**src/rtl/srx_pkg.sv**
```systemverilog
package srx_pkg;
  localparam int SRX_MAX_BITS = 32;

  // Word length code to bit count; codes above 4 select the full 32 bits.
  function automatic logic [5:0] srx_wbits(input logic [2:0] code);
    case (code)
      3'd0:    srx_wbits = 6'd8;
      3'd1:    srx_wbits = 6'd12;
      3'd2:    srx_wbits = 6'd16;
      3'd3:    srx_wbits = 6'd20;
      3'd4:    srx_wbits = 6'd24;
      default: srx_wbits = 6'd32;
    endcase
  endfunction
endpackage

```
**src/rtl/srx_sampler.sv**
```systemverilog
module srx_sampler #(
  parameter int STAGES = 2
) (
  input  logic clk,
  input  logic rst_n,
  input  logic ser_clk,
  input  logic ser_fs,
  input  logic ser_dat,
  input  logic cfg_rise_edge,
  input  logic cfg_fs_low,
  output logic bit_stb,
  output logic fs_lvl,
  output logic dat_bit
);
  localparam int TOP = STAGES - 1;

  logic [TOP:0] ck_q, fs_q, dt_q;
  logic [TOP:0] ck_d, fs_d, dt_d;
  logic         ck_last_q;
  logic         rise, fall;

  generate
    if (STAGES == 1) begin : g_one
      always_comb begin
        ck_d = ser_clk;
        fs_d = ser_fs;
        dt_d = ser_dat;
      end
    end else begin : g_many
      always_comb begin
        ck_d = {ck_q[TOP-1:0], ser_clk};
        fs_d = {fs_q[TOP-1:0], ser_fs};
        dt_d = {dt_q[TOP-1:0], ser_dat};
      end
    end
  endgenerate

  always_ff @(posedge clk or negedge rst_n) begin
    if (!rst_n) begin
      ck_q      <= '0;
      fs_q      <= '0;
      dt_q      <= '0;
      ck_last_q <= 1'b0;
    end else begin
      ck_q      <= ck_d;
      fs_q      <= fs_d;
      dt_q      <= dt_d;
      ck_last_q <= ck_q[TOP];
    end
  end

  assign rise    = ck_q[TOP] & ~ck_last_q;
  assign fall    = ~ck_q[TOP] & ck_last_q;
  assign bit_stb = cfg_rise_edge ? rise : fall;
  assign fs_lvl  = fs_q[TOP] ^ cfg_fs_low;
  assign dat_bit = dt_q[TOP];
endmodule

```
**src/rtl/srx_shifter.sv**
```systemverilog
module srx_shifter
  import srx_pkg::*;
#(
  parameter int DATA_W = SRX_MAX_BITS
) (
  input  logic              clk,
  input  logic              rst_n,
  input  logic              rx_en,
  input  logic              bit_stb,
  input  logic              fs_lvl,
  input  logic              dat_bit,
  input  logic [2:0]        cfg_wlen,
  input  logic              cfg_two_words,
  input  logic              cfg_delay,
  input  logic              cfg_ign_fs,
  output logic [DATA_W-1:0] rx_word,
  output logic              rx_ready,
  output logic              sync_err
);
  localparam int CNT_W = $clog2(DATA_W + 1);

  logic              active_q, active_d;
  logic              idx_q, idx_d;
  logic [CNT_W-1:0]  cnt_q, cnt_d;
  logic [DATA_W-1:0] sh_q, sh_d;
  logic              fs_prev_q, fs_prev_d;
  logic [DATA_W-1:0] word_q, word_d;
  logic              rdy_q, rdy_d;
  logic              err_q, err_d;

  logic [CNT_W-1:0]  wbits;
  logic              fs_start, restart, take;
  logic [DATA_W-1:0] base_sh, new_sh;
  logic [CNT_W-1:0]  base_cnt;

  assign wbits    = CNT_W'(srx_wbits(cfg_wlen));
  assign fs_start = bit_stb & fs_lvl & ~fs_prev_q;
  assign restart  = fs_start & (~active_q | ~cfg_ign_fs);
  assign take     = bit_stb & ((restart & ~cfg_delay) | (~restart & active_q));
  assign base_sh  = restart ? '0 : sh_q;
  assign base_cnt = restart ? '0 : cnt_q;
  assign new_sh   = {base_sh[DATA_W-2:0], dat_bit};

  always_comb begin
    active_d  = active_q;
    idx_d     = idx_q;
    cnt_d     = cnt_q;
    sh_d      = sh_q;
    fs_prev_d = fs_prev_q;
    word_d    = word_q;
    rdy_d     = 1'b0;
    err_d     = err_q;
    if (!rx_en) begin
      active_d  = 1'b0;
      idx_d     = 1'b0;
      cnt_d     = '0;
      sh_d      = '0;
      fs_prev_d = 1'b0;
      err_d     = 1'b0;
    end else if (bit_stb) begin
      fs_prev_d = fs_lvl;
      if (restart) begin
        err_d    = err_q | active_q;
        active_d = 1'b1;
        idx_d    = 1'b0;
        cnt_d    = '0;
        sh_d     = '0;
      end
      if (take) begin
        if (base_cnt == wbits - 1'b1) begin
          word_d = new_sh;
          rdy_d  = 1'b1;
          sh_d   = '0;
          cnt_d  = '0;
          if (cfg_two_words && !(idx_q && !restart)) idx_d = 1'b1;
          else                                      active_d = 1'b0;
        end else begin
          sh_d  = new_sh;
          cnt_d = base_cnt + 1'b1;
        end
      end
    end
  end

  always_ff @(posedge clk or negedge rst_n) begin
    if (!rst_n) begin
      active_q  <= 1'b0;
      idx_q     <= 1'b0;
      cnt_q     <= '0;
      sh_q      <= '0;
      fs_prev_q <= 1'b0;
      word_q    <= '0;
      rdy_q     <= 1'b0;
      err_q     <= 1'b0;
    end else begin
      active_q  <= active_d;
      idx_q     <= idx_d;
      cnt_q     <= cnt_d;
      sh_q      <= sh_d;
      fs_prev_q <= fs_prev_d;
      word_q    <= word_d;
      rdy_q     <= rdy_d;
      err_q     <= err_d;
    end
  end

  assign rx_word  = word_q;
  assign rx_ready = rdy_q;
  assign sync_err = err_q;

  // Checks
  logic [DATA_W-1:0] chk_mask;
  assign chk_mask = ~({DATA_W{1'b1}} << wbits);

  p_ready_single_r2: assert property (@(posedge clk) disable iff (!rst_n)
    rx_ready |=> !rx_ready);

  p_word_width_r1: assert property (@(posedge clk) disable iff (!rst_n)
    rx_ready |-> ((rx_word & ~chk_mask) == '0));

  p_count_bound_r1: assert property (@(posedge clk) disable iff (!rst_n)
    active_q |-> (cnt_q < wbits));

  p_err_sticky_r8: assert property (@(posedge clk) disable iff (!rst_n)
    (sync_err && rx_en) |=> sync_err);

  p_quiet_off_r9: assert property (@(posedge clk) disable iff (!rst_n)
    !rx_en |=> (!rx_ready && !sync_err && $stable(rx_word)));
endmodule

```
**src/rtl/srx_receiver.sv**
```systemverilog
module srx_receiver
  import srx_pkg::*;
#(
  parameter int DATA_W      = SRX_MAX_BITS,
  parameter int SYNC_STAGES = 2
) (
  input  logic              clk,
  input  logic              rst_n,
  input  logic              rx_en,
  input  logic              ser_clk,
  input  logic              ser_fs,
  input  logic              ser_dat,
  input  logic [2:0]        cfg_wlen,
  input  logic              cfg_two_words,
  input  logic              cfg_delay,
  input  logic              cfg_rise_edge,
  input  logic              cfg_fs_low,
  input  logic              cfg_ign_fs,
  output logic [DATA_W-1:0] rx_word,
  output logic              rx_ready,
  output logic              sync_err
);
  logic bit_stb, fs_lvl, dat_bit;

  srx_sampler #(.STAGES(SYNC_STAGES)) u_sampler (
    .clk           (clk),
    .rst_n         (rst_n),
    .ser_clk       (ser_clk),
    .ser_fs        (ser_fs),
    .ser_dat       (ser_dat),
    .cfg_rise_edge (cfg_rise_edge),
    .cfg_fs_low    (cfg_fs_low),
    .bit_stb       (bit_stb),
    .fs_lvl        (fs_lvl),
    .dat_bit       (dat_bit)
  );

  srx_shifter #(.DATA_W(DATA_W)) u_shifter (
    .clk           (clk),
    .rst_n         (rst_n),
    .rx_en         (rx_en),
    .bit_stb       (bit_stb),
    .fs_lvl        (fs_lvl),
    .dat_bit       (dat_bit),
    .cfg_wlen      (cfg_wlen),
    .cfg_two_words (cfg_two_words),
    .cfg_delay     (cfg_delay),
    .cfg_ign_fs    (cfg_ign_fs),
    .rx_word       (rx_word),
    .rx_ready      (rx_ready),
    .sync_err      (sync_err)
  );
endmodule

```
**config.mk**
```make
export PLATFORM = sky130hd
export DESIGN_NAME = srx_receiver
export DESIGN_NICKNAME = d
export VERILOG_FILES = /design/src/rtl/srx_pkg.sv /design/src/rtl/srx_sampler.sv /design/src/rtl/srx_shifter.sv /design/src/rtl/srx_receiver.sv
export SDC_FILE = /design/constraint.sdc
export NUM_CORES = 1
export LEC_CHECK = 0
export BUFFER_PORTS_ARGS = -buffer_cell sky130_fd_sc_hd__buf_2
export CAP_MARGIN = 20
export CORE_MARGIN = 2
export CORE_UTILIZATION = 39
export CTS_BUF_LIST = sky130_fd_sc_hd__clkbuf_2
export DETAILED_ROUTE_END_ITERATION = 8
export SYNTH_ARGS = -nofsm -noshare
export SYNTH_HDL_FRONTEND = slang
export SYNTH_SLANG_ARGS = --single-unit
```
**constraint.sdc**
```tcl
create_clock -name clk -period 5.2 [get_ports clk]
set_input_delay 1.04 -clock clk [delete_from_list [all_inputs] [get_ports clk]]
set_output_delay 1.04 -clock clk [all_outputs]
set_load 0.02 [all_outputs]
```
# [Word level (Yosys, flattened, before mapping)]
# Index checks and enable logic that the tools add are counted.
[word_totals] word_cells=80 in_bits=14 out_inout_bits=34 ff_bits=81
[op_classes] bitwise_logic=19 add_sub_neg=2 eq_ne=7 reduce_logical=7 muxes=33
[ops] op="31-bit two-way mux" count=5
[ops] op="6-bit two-way mux" count=5
[ops] op="6-bit case mux with 5 select lines" count=1
[ops] op="1-bit two-way mux" count=22
[ops] op="1-bit bitwise AND" count=8
[ops] op="1-bit inverter" count=7
[ops] op="6-bit by 1-bit adder with 6-bit output (second input constant)" count=1
[ops] op="3-bit by 2-bit equality test with 1-bit output (second input constant)" count=2
[ops] op="6-bit equality test" count=1
[ops] op="6-bit by 1-bit subtractor with 6-bit output (second input constant)" count=1
[ops] op="2-bit by 1-bit != test with 1-bit output (second input constant)" count=2
[ops] op="4-bit AND reduction" count=1
[ops] op="3-bit by 1-bit equality test with 1-bit output (second input constant)" count=1
[ops] op="3-bit equality test (second input constant)" count=1
[ops] op="3-bit logical NOT" count=1
[ops] op="1-bit bitwise OR" count=3
[ops] op="1-bit logical AND" count=2
[ops] op="1-bit logical NOT" count=2
[ops] op="2-bit AND reduction" count=1
[ops] op="1-bit XOR" count=1

# [Logic depth before layout (Yosys ltp)]
# Gate-level depths: netlist of the first run.
[depth] word_depth=15 depth_mapped=11

# [Modules after synthesis]
# From an unflattened synthesis of the first run, not the netlist that was laid out.
[hier_totals] cells_unflattened=297 hier_area_um2=3499.6
[modules_own_cells] module="srx_shifter" instances=1 cells_per_inst=286 area_per_inst_um2=3293.2
[modules_own_cells] module="srx_sampler" instances=1 cells_per_inst=11 area_per_inst_um2=206.4

# [Least setup slack after synthesis of the first run]
# No wires, ideal clock.
[synth_timing] path_type="input-to-reg" start="in cfg_rise_edge" end="reg u_shifter.sh_q[10]" required_time_ns=5.079 slack_ns=1.809 arrival_time_ns=3.271 path_stages=11 path_buffers=3 path_cell_list="and3b_1 -> o211ai_2 -> clkbuf_1 -> clkbuf_1 -> and2_1 -> ha_1 -> o21ai_0 -> a211oi_1 -> a21oi_2 -> buf_2 -> a22o_1"
[synth_via] elab_chain_len=11 word_cells_on_any_way=17 cone_classes="eq/ne (2); mux (7); bitwise (8)"
[synth_rtl] item="start, declared" line_no="srx_receiver.sv:16" text="input logic cfg_rise_edge,"
[synth_rtl] item="1-bit two-way mux (*)" line_no="srx_sampler.sv:54" text="assign bit_stb = cfg_rise_edge ? rise : fall;"
[synth_rtl] item="parallel branches: the longest is 10 deep, another holds 31-bit two-way mux"
[synth_rtl] item="end signal, assigned" line_no="srx_shifter.sv:90" text="sh_q <= '0;"
[synth_rtl] item="end signal, assigned" line_no="srx_shifter.sv:99" text="sh_q <= sh_d;"
[synth_rtl] item="end, declared" line_no="srx_shifter.sv:25" text="logic [DATA_W-1:0] sh_q, sh_d;"
# Mark *: on every way between the ends. The select of a mux whose other input is x is not followed.
# A chain may end at the register's enable or synchronous reset.

# [Final worst setup path of the first run]
[layout_timing] start="in cfg_rise_edge" end="reg u_shifter.word_q[29] (netlist: u_shifter.rx_word[29])"
[layout_via] elab_chain_len=9 word_cells_on_any_way=13 cone_classes="eq/ne (1); mux (3); bitwise (8); reduce/logical (1)"
[layout_rtl] item="1-bit two-way mux (*)" line_no="srx_sampler.sv:54"
[layout_rtl] item="1-bit bitwise AND (2 in series)" line_no="srx_shifter.sv:37" text="assign fs_start = bit_stb & fs_lvl & ~fs_prev_q;"
[layout_rtl] item="1-bit bitwise AND" line_no="srx_shifter.sv:38" text="assign restart = fs_start & (~active_q | ~cfg_ign_fs);"
[layout_rtl] item="1-bit inverter" line_no="srx_shifter.sv:39" text="assign take = bit_stb & ((restart & ~cfg_delay) | (~restart & active_q));"
[layout_rtl] item="1-bit bitwise AND" line_no="srx_shifter.sv:39"
[layout_rtl] item="1-bit bitwise OR" line_no="srx_shifter.sv:39"
[layout_rtl] item="1-bit bitwise AND" line_no="srx_shifter.sv:39"
[layout_rtl] item="4-bit AND reduction (no line)"
[layout_rtl] item="end signal, assigned" line_no="srx_shifter.sv:101" text="word_q <= word_d;"
[layout_rtl] item="end, declared" line_no="srx_shifter.sv:27" text="logic [DATA_W-1:0] word_q, word_d;"
# Every way passes the cells marked *; elsewhere a longest branch is shown, timed or not.

==> impl_results.md, run 1 <==
- Status: complete, no violations
- Worst path cell trace: buf_2 > nor3b_1 > o211ai_2 > buf_4 > a221o_1 > a211oi_2 > nand4_2 > buf_4 > mux2i_1
- WP buf/inv: 3
- Synth area leader: dfrtp_1
- Fin util: 0.461
- Num CTS Buffers: 9
- Fin nets: 369
- Post-Syn Area: 3520 µm²
- Ports: 48
- Overall routing resource usage: 0.152
- Die W: 99.1 µm
- Worst Hold Class: input pin to asynchronous set/reset pin
- PD cells: 271 nW/µm²
- Via count: 2,414
- DIE AREA: 9810 µm²
- WP data required: 5.61 ns
- Largest family of logic cells by synthesized area: compound AO/OA/AOI/OAI gates
- Worst-Margin Slew: 0.688 ns
- Arrival time of the worst setup path: 3.90 ns
- Post-Synth Simple-Gate Area: 0.121
- First-pass GRT wire length: 11,700 µm
- CTS tree: done
- Total gr overflow: 0
- CP Launch Type: input pin
- Vias per cell: 5.16
- Minimum clock period: 3.50 ns
- Residual DRC count: 0
- Avg Synthesized Cell Area: 11.4 µm²
- CTS root buffer: clkbuf_2
- Final period util: 0.672
- Largest net degree at the start of global routing: 82
- CTS sink cnt: 81
- CP Capture Type: register
- Pins Over Slew Limit: 0
- Complex-gate fraction of the synthesized area: 0.139
- Area of the multi-input gates: 1290 µm²
- Area share of the largest cell type after synthesis: 0.575
- Post-cts resize count: 0
- Count leader, synth: dfrtp_1
- Sequential Area: 2030 µm²
- Worst IR Drop VDD: 0.129 mV
- Setup TNS: 0 ns
- Die height: 99.1 µm
- Clock slew at reported path FFs: 0.22 ns
- Max_cap viols: 0
- Max stage delay on crit path: 0.48 ns
- Flops & latches, synth: 81
- Mux cell area share after synthesis: 0.0977
- Initial antenna violation count: 1
- Final Skew: 0.0241 ns
- Synth warn: 0
- RSZ-0062 raised after global routing: no
- Sequential area share after synthesis: 0.575
- # Post-CTS Setup Buffers: 0
- Most common flop cell mapped by yosys: dfrtp_1
- Final antenna-violating net count: 0
- Drt wl/cell: 14.9 µm
- Slew margin rel.: 0.540
- Final hold viol count: 0
- Asr flop ratio synth: 1.00
- Synth cell count leaders: dfrtp_1, nand2_1, a22o_1
- CP most frequent cell: buf_4
- Starting density of the core: 0.404
- Clk buf depth: 2
- Leakage: 2.18 nW
- Top delay family on crit path: compound AO/OA/AOI/OAI gates
- Htree depth: 3
- Smallest hold slack: 0.303 ns
- Post-synthesis adder-cell area fraction: 0.00355
- # port buffers: 47
- Final Setup Violations: 0
- 1st-pass router iterations: 4
- Vias in the first global route: 2,392
- Layout cell share with drive strength beyond 1: 0.217
- Crit path kind: input pin to register
- Area grow syn2layout: 14.1%
- Final wirelength: 6970 µm
- Area contributors post-synth: dfrtp_1, mux2i_1, a22o_1, nand2_1, inv_1
- Post-DP HPWL: 4420 µm
- Core outline area: 8720 µm²
- Post-Synth XOR/XNOR Area: 0.00462
- Max Clk Rate: 286 MHz
- Clk Latency, worst-skew pair: 0.52 ns
- Unique masters post-synth: 41
- CTS Hold Bufs: 0
- Slowest CP cell: nand4_2
- Syn_nets: 323
- Max Fanout on Critical Path: 28
- Fillers: 841
- Syn Inst Count: 308
- Global placement routability congestion: 0.796
- Row count: 34
- EDFF count, synth: 0
- 1st-iter DRT viols: 81
-- layout make-up --
cell class,instances,share of cell area
flip-flops and latches,81,0.504
well taps,108,0.0336
inverters,31,0.0289
clock buffers,10,0.0124
clock inverters,6,0.0224
repair buffers,52,0.0772
diodes,1,0.000622
multi-input cells,179,0.321
-- registers in the layout (all words and copies together), names as in the netlist --
| signal | flops |
|---|---|
| u_shifter.sync_err | 1 |
| u_shifter.sh_q | 31 |
| u_shifter.cnt_q | 6 |
| u_sampler.ck_last_q | 1 |
| u_shifter.idx_q | 1 |
| u_sampler.dt_q | 2 |
| u_shifter.active_q | 1 |
| u_shifter.rx_ready | 1 |
| u_shifter.fs_prev_q | 1 |
| u_shifter.rx_word | 32 |
| u_sampler.fs_q | 2 |
| u_sampler.ck_q | 2 |
-- routing by layer --
layer  track usage  vias up  routed length (µm)
li1              -     1168                   -
met1         0.206     1196                3350
met2         0.237       41                3270
met3        0.0248        9                 215
met4        0.0738        0                 127
met5             0        -                   0
-- through the flow --
stage | std cells | setup WS, ns | total power [mW] | instance area (µm²)
6_report | 468 | 1.70 | 1.09 | 4020
5_1_grt | 468 | 1.51 | 1.14 | 4020
4_1_cts | 465 | 1.70 | 1.10 | 3980
3_5_place_dp | 449 | 1.11 | 0.711 | 3830
3_3_place_gp | 448 | 1.16 | 0.710 | 3820
2_1_floorplan | 308 | 1.81 | 0.683 | 3520
-- final timing paths --
path	slack, ns	to	startpoint	cells after the start
worst max-delay path	1.70	u_shifter.rx_word[29]	cfg_rise_edge	9
worst min-delay path	0.30	u_shifter.fs_prev_q	rst_n	1
worst max register to register	1.84	u_shifter.rx_word[29]	u_sampler.ck_q[1]	8
worst min register to register	0.38	u_sampler.dt_q[1]	u_sampler.dt_q[0]	0
max in group asynchronous	4.33	u_shifter.sh_q[7]	rst_n	2
min in group clk	0.38	u_sampler.dt_q[1]	u_sampler.dt_q[0]	0
-- placed cells by master (no fill, tap or decap), drive strengths merged, types with 5 or more instances in the layout --
cell / instances
dfrtp: 81
clkbuf: 10
a22o: 32
and2: 7
buf: 52
mux2i: 31
a21oi: 5
o21ai: 8
nand2: 43
and4: 5
nand4: 5
inv: 33
and3: 5
-- kinds of logic after synthesis --
| logic type | after synthesis |
|---|---|
| buffers and inverters | 48 |
| DFF | 81 |
| adders and majority gates | 1 |
| AOI/OAI and AO/OA | 60 |
| muxes | 34 |
| and+or+nand+nor | 83 |
| xor gates and xnor gates | 1 |
-- power by group --
group | total [mW] | switching (mW) | internal, mW
clock | 0.388 | 0.224 | 0.164
sequential | 0.639 | 0.00368 | 0.635
combinational | 0.0643 | 0.0454 | 0.0189
Power figures use the tool's default switching activity.
==> run 2, diff against run 1 <==
==> constraint.sdc (replaced) <==
create_clock -name clk -period 3.3 [get_ports clk]
set_input_delay 0.66 -clock clk [delete_from_list [all_inputs] [get_ports clk]]
set_output_delay 0.66 -clock clk [all_outputs]
set_load 0.02 [all_outputs]
==> run 2 against run 1 <==
Power increased by 55%. Die area unchanged. Worst setup slack got worse by 1.2 ns. Global-route usage decreased by 0.10 points. Clock power increased by 47%. Count of clock-buffer cells in the layout decreased by 1. Combinational power increased by 68%. Highest routed layer unchanged.
==> impl_results.md, run 2 (same netlist as run 1, synthesis figures left out) <==
- Drt wl/cell: 14.2 µm
- RSZ-0062 raised after global routing: no
- Via count: 2,417
- Max reg flops: 32
- Worst IR Drop VDD: 0.165 mV
- Worst-Margin Slew: 0.609 ns
- Area grow syn2layout: 15.5%
- Leakage: 2.20 nW
- Max Fanout on Critical Path: 15
- 1st-pass router iterations: 4
- Num CTS Buffers: 9
- Smallest hold slack: 0.219 ns
- First-pass GRT wire length: 11,700 µm
- DIE AREA: 9810 µm²
- Flop pwr share: 0.597
- Final hold viol count: 0
- PD cells: 415 nW/µm²
- Post-cts resize count: 0
- Global placement routability congestion: 0.809
- Setup TNS: 0 ns
- WP data required: 3.76 ns
- Minimum clock period: 2.78 ns
- CTS sink cnt: 81
- Htree depth: 3
- Arrival time of the worst setup path: 3.25 ns
- CTS tree: done
- Post-DP HPWL: 4470 µm
- Switching Share: 0.273
- Overall routing resource usage: 0.151
- Antenna Cells: 0
- Row count: 34
- Status: complete, no violations
- Final Setup Violations: 0
- Final antenna-violating net count: 0
- Layout cell share with drive strength beyond 1: 0.225
- Starting density of the core: 0.404
- WP buf/inv: 1
- Slew margin rel.: 0.594
- Power share of the clock group: 0.339
- 1st-iter DRT viols: 124
- Largest net degree at the start of global routing: 82
- # port buffers: 47
- Worst path cell trace: nor3b_1 > o211ai_2 > and2_1 > ha_1 > o21ai_0 > a211oi_1 > a21oi_2 > buf_4 > a22o_1
- Top delay family on crit path: compound AO/OA/AOI/OAI gates
- CP Capture Type: register
- Most common cell after layout, fill and taps aside: dfrtp_1
- Max stage delay on crit path: 0.53 ns
- Vias per cell: 5.12
- Worst Hold Class: input pin to register
- CP Launch Type: register
- Max_cap viols: 0
- CTS Hold Bufs: 0
- Pins Over Slew Limit: 0
- Final wirelength: 6710 µm
- Clock slew at reported path FFs: 0.25 ns
- # Post-CTS Setup Buffers: 0
- Ports: 48
- Internal: 1.23 mW
- Max Clk Rate: 359 MHz
- Die W: 99.1 µm
- Clk Latency, worst-skew pair: 0.53 ns
- Vias in the first global route: 2,426
- Fin util: 0.467
- Final Skew: 0.0373 ns
- Most frequent cells in the layout: dfrtp_1, buf_2, nand2_1, a22o_1
- CTS root buffer: clkbuf_2
- Fin nets: 374
- Initial antenna violation count: 0
- Residual DRC count: 0
- Net Sw Power: 0.460 mW
- Slowest CP cell: a21oi_2
- Logic pwr share: 0.064
- Die height: 99.1 µm
- Core outline area: 8720 µm²
- Total gr overflow: 0
- Crit path kind: register to register
- Final period util: 0.844
- Clk buf depth: 2
run 2: metrics by stage:
step	cell area [µm²]	total power, mW	instances	worst slack [ns]
2_1_floorplan	3520	1.08	308	0.289
3_3_place_gp	3870	1.12	453	0.297
3_5_place_dp	3870	1.12	453	0.220
4_1_cts	4000	1.70	469	0.497
5_1_grt	4070	1.77	472	0.186
6_report	4070	1.69	472	0.516
run 2: power by group through the flow:
stage | Clock [mW] | Sequential [mW] | Combinational [mW]
2_1_floorplan | 0 | 1.02 | 0.0529
5_1_grt | 0.634 | 1.01 | 0.123
6_report | 0.572 | 1.01 | 0.108
3_5_place_dp | 0 | 1.02 | 0.0992
4_1_cts | 0.593 | 1.01 | 0.0998
3_3_place_gp | 0 | 1.02 | 0.0978
run 2: layout make-up:
| type | instances | area, µm² |
|---|---|---|
| tap | 108 | 135 |
| clock buffer | 9 | 45.0 |
| multi-input combinational | 179 | 1290 |
| inverter | 31 | 116 |
| timing repair buffer | 57 | 368 |
| fill | 798 | 4650 |
| clock inverter | 7 | 88.8 |
| sequential | 81 | 2030 |
run 2: path summary, 6_finish.rpt:
path | start | end | slack (ns) | cells past startpoint
max | u_sampler.ck_q[1] | u_shifter.sh_q[13] | 0.52 | 9
min | ser_fs | u_sampler.fs_q[0] | 0.22 | 1
max reg2reg | u_sampler.ck_q[1] | u_shifter.sh_q[13] | 0.52 | 9
min reg2reg | u_sampler.dt_q[0] | u_sampler.dt_q[1] | 0.38 | 0
max in group asynchronous | rst_n | u_shifter.rx_word[5] | 2.23 | 3
min in group asynchronous | rst_n | u_shifter.cnt_q[1] | 0.48 | 2
run 2: metal layers:
layer,GRT usage,share of wire,vias up
li1,-,-,1195
met1,0.208,0.48,1174
met2,0.232,0.47,42
met3,0.0348,0.037,6
met4,0.0569,0.012,0
met5,0,0,-
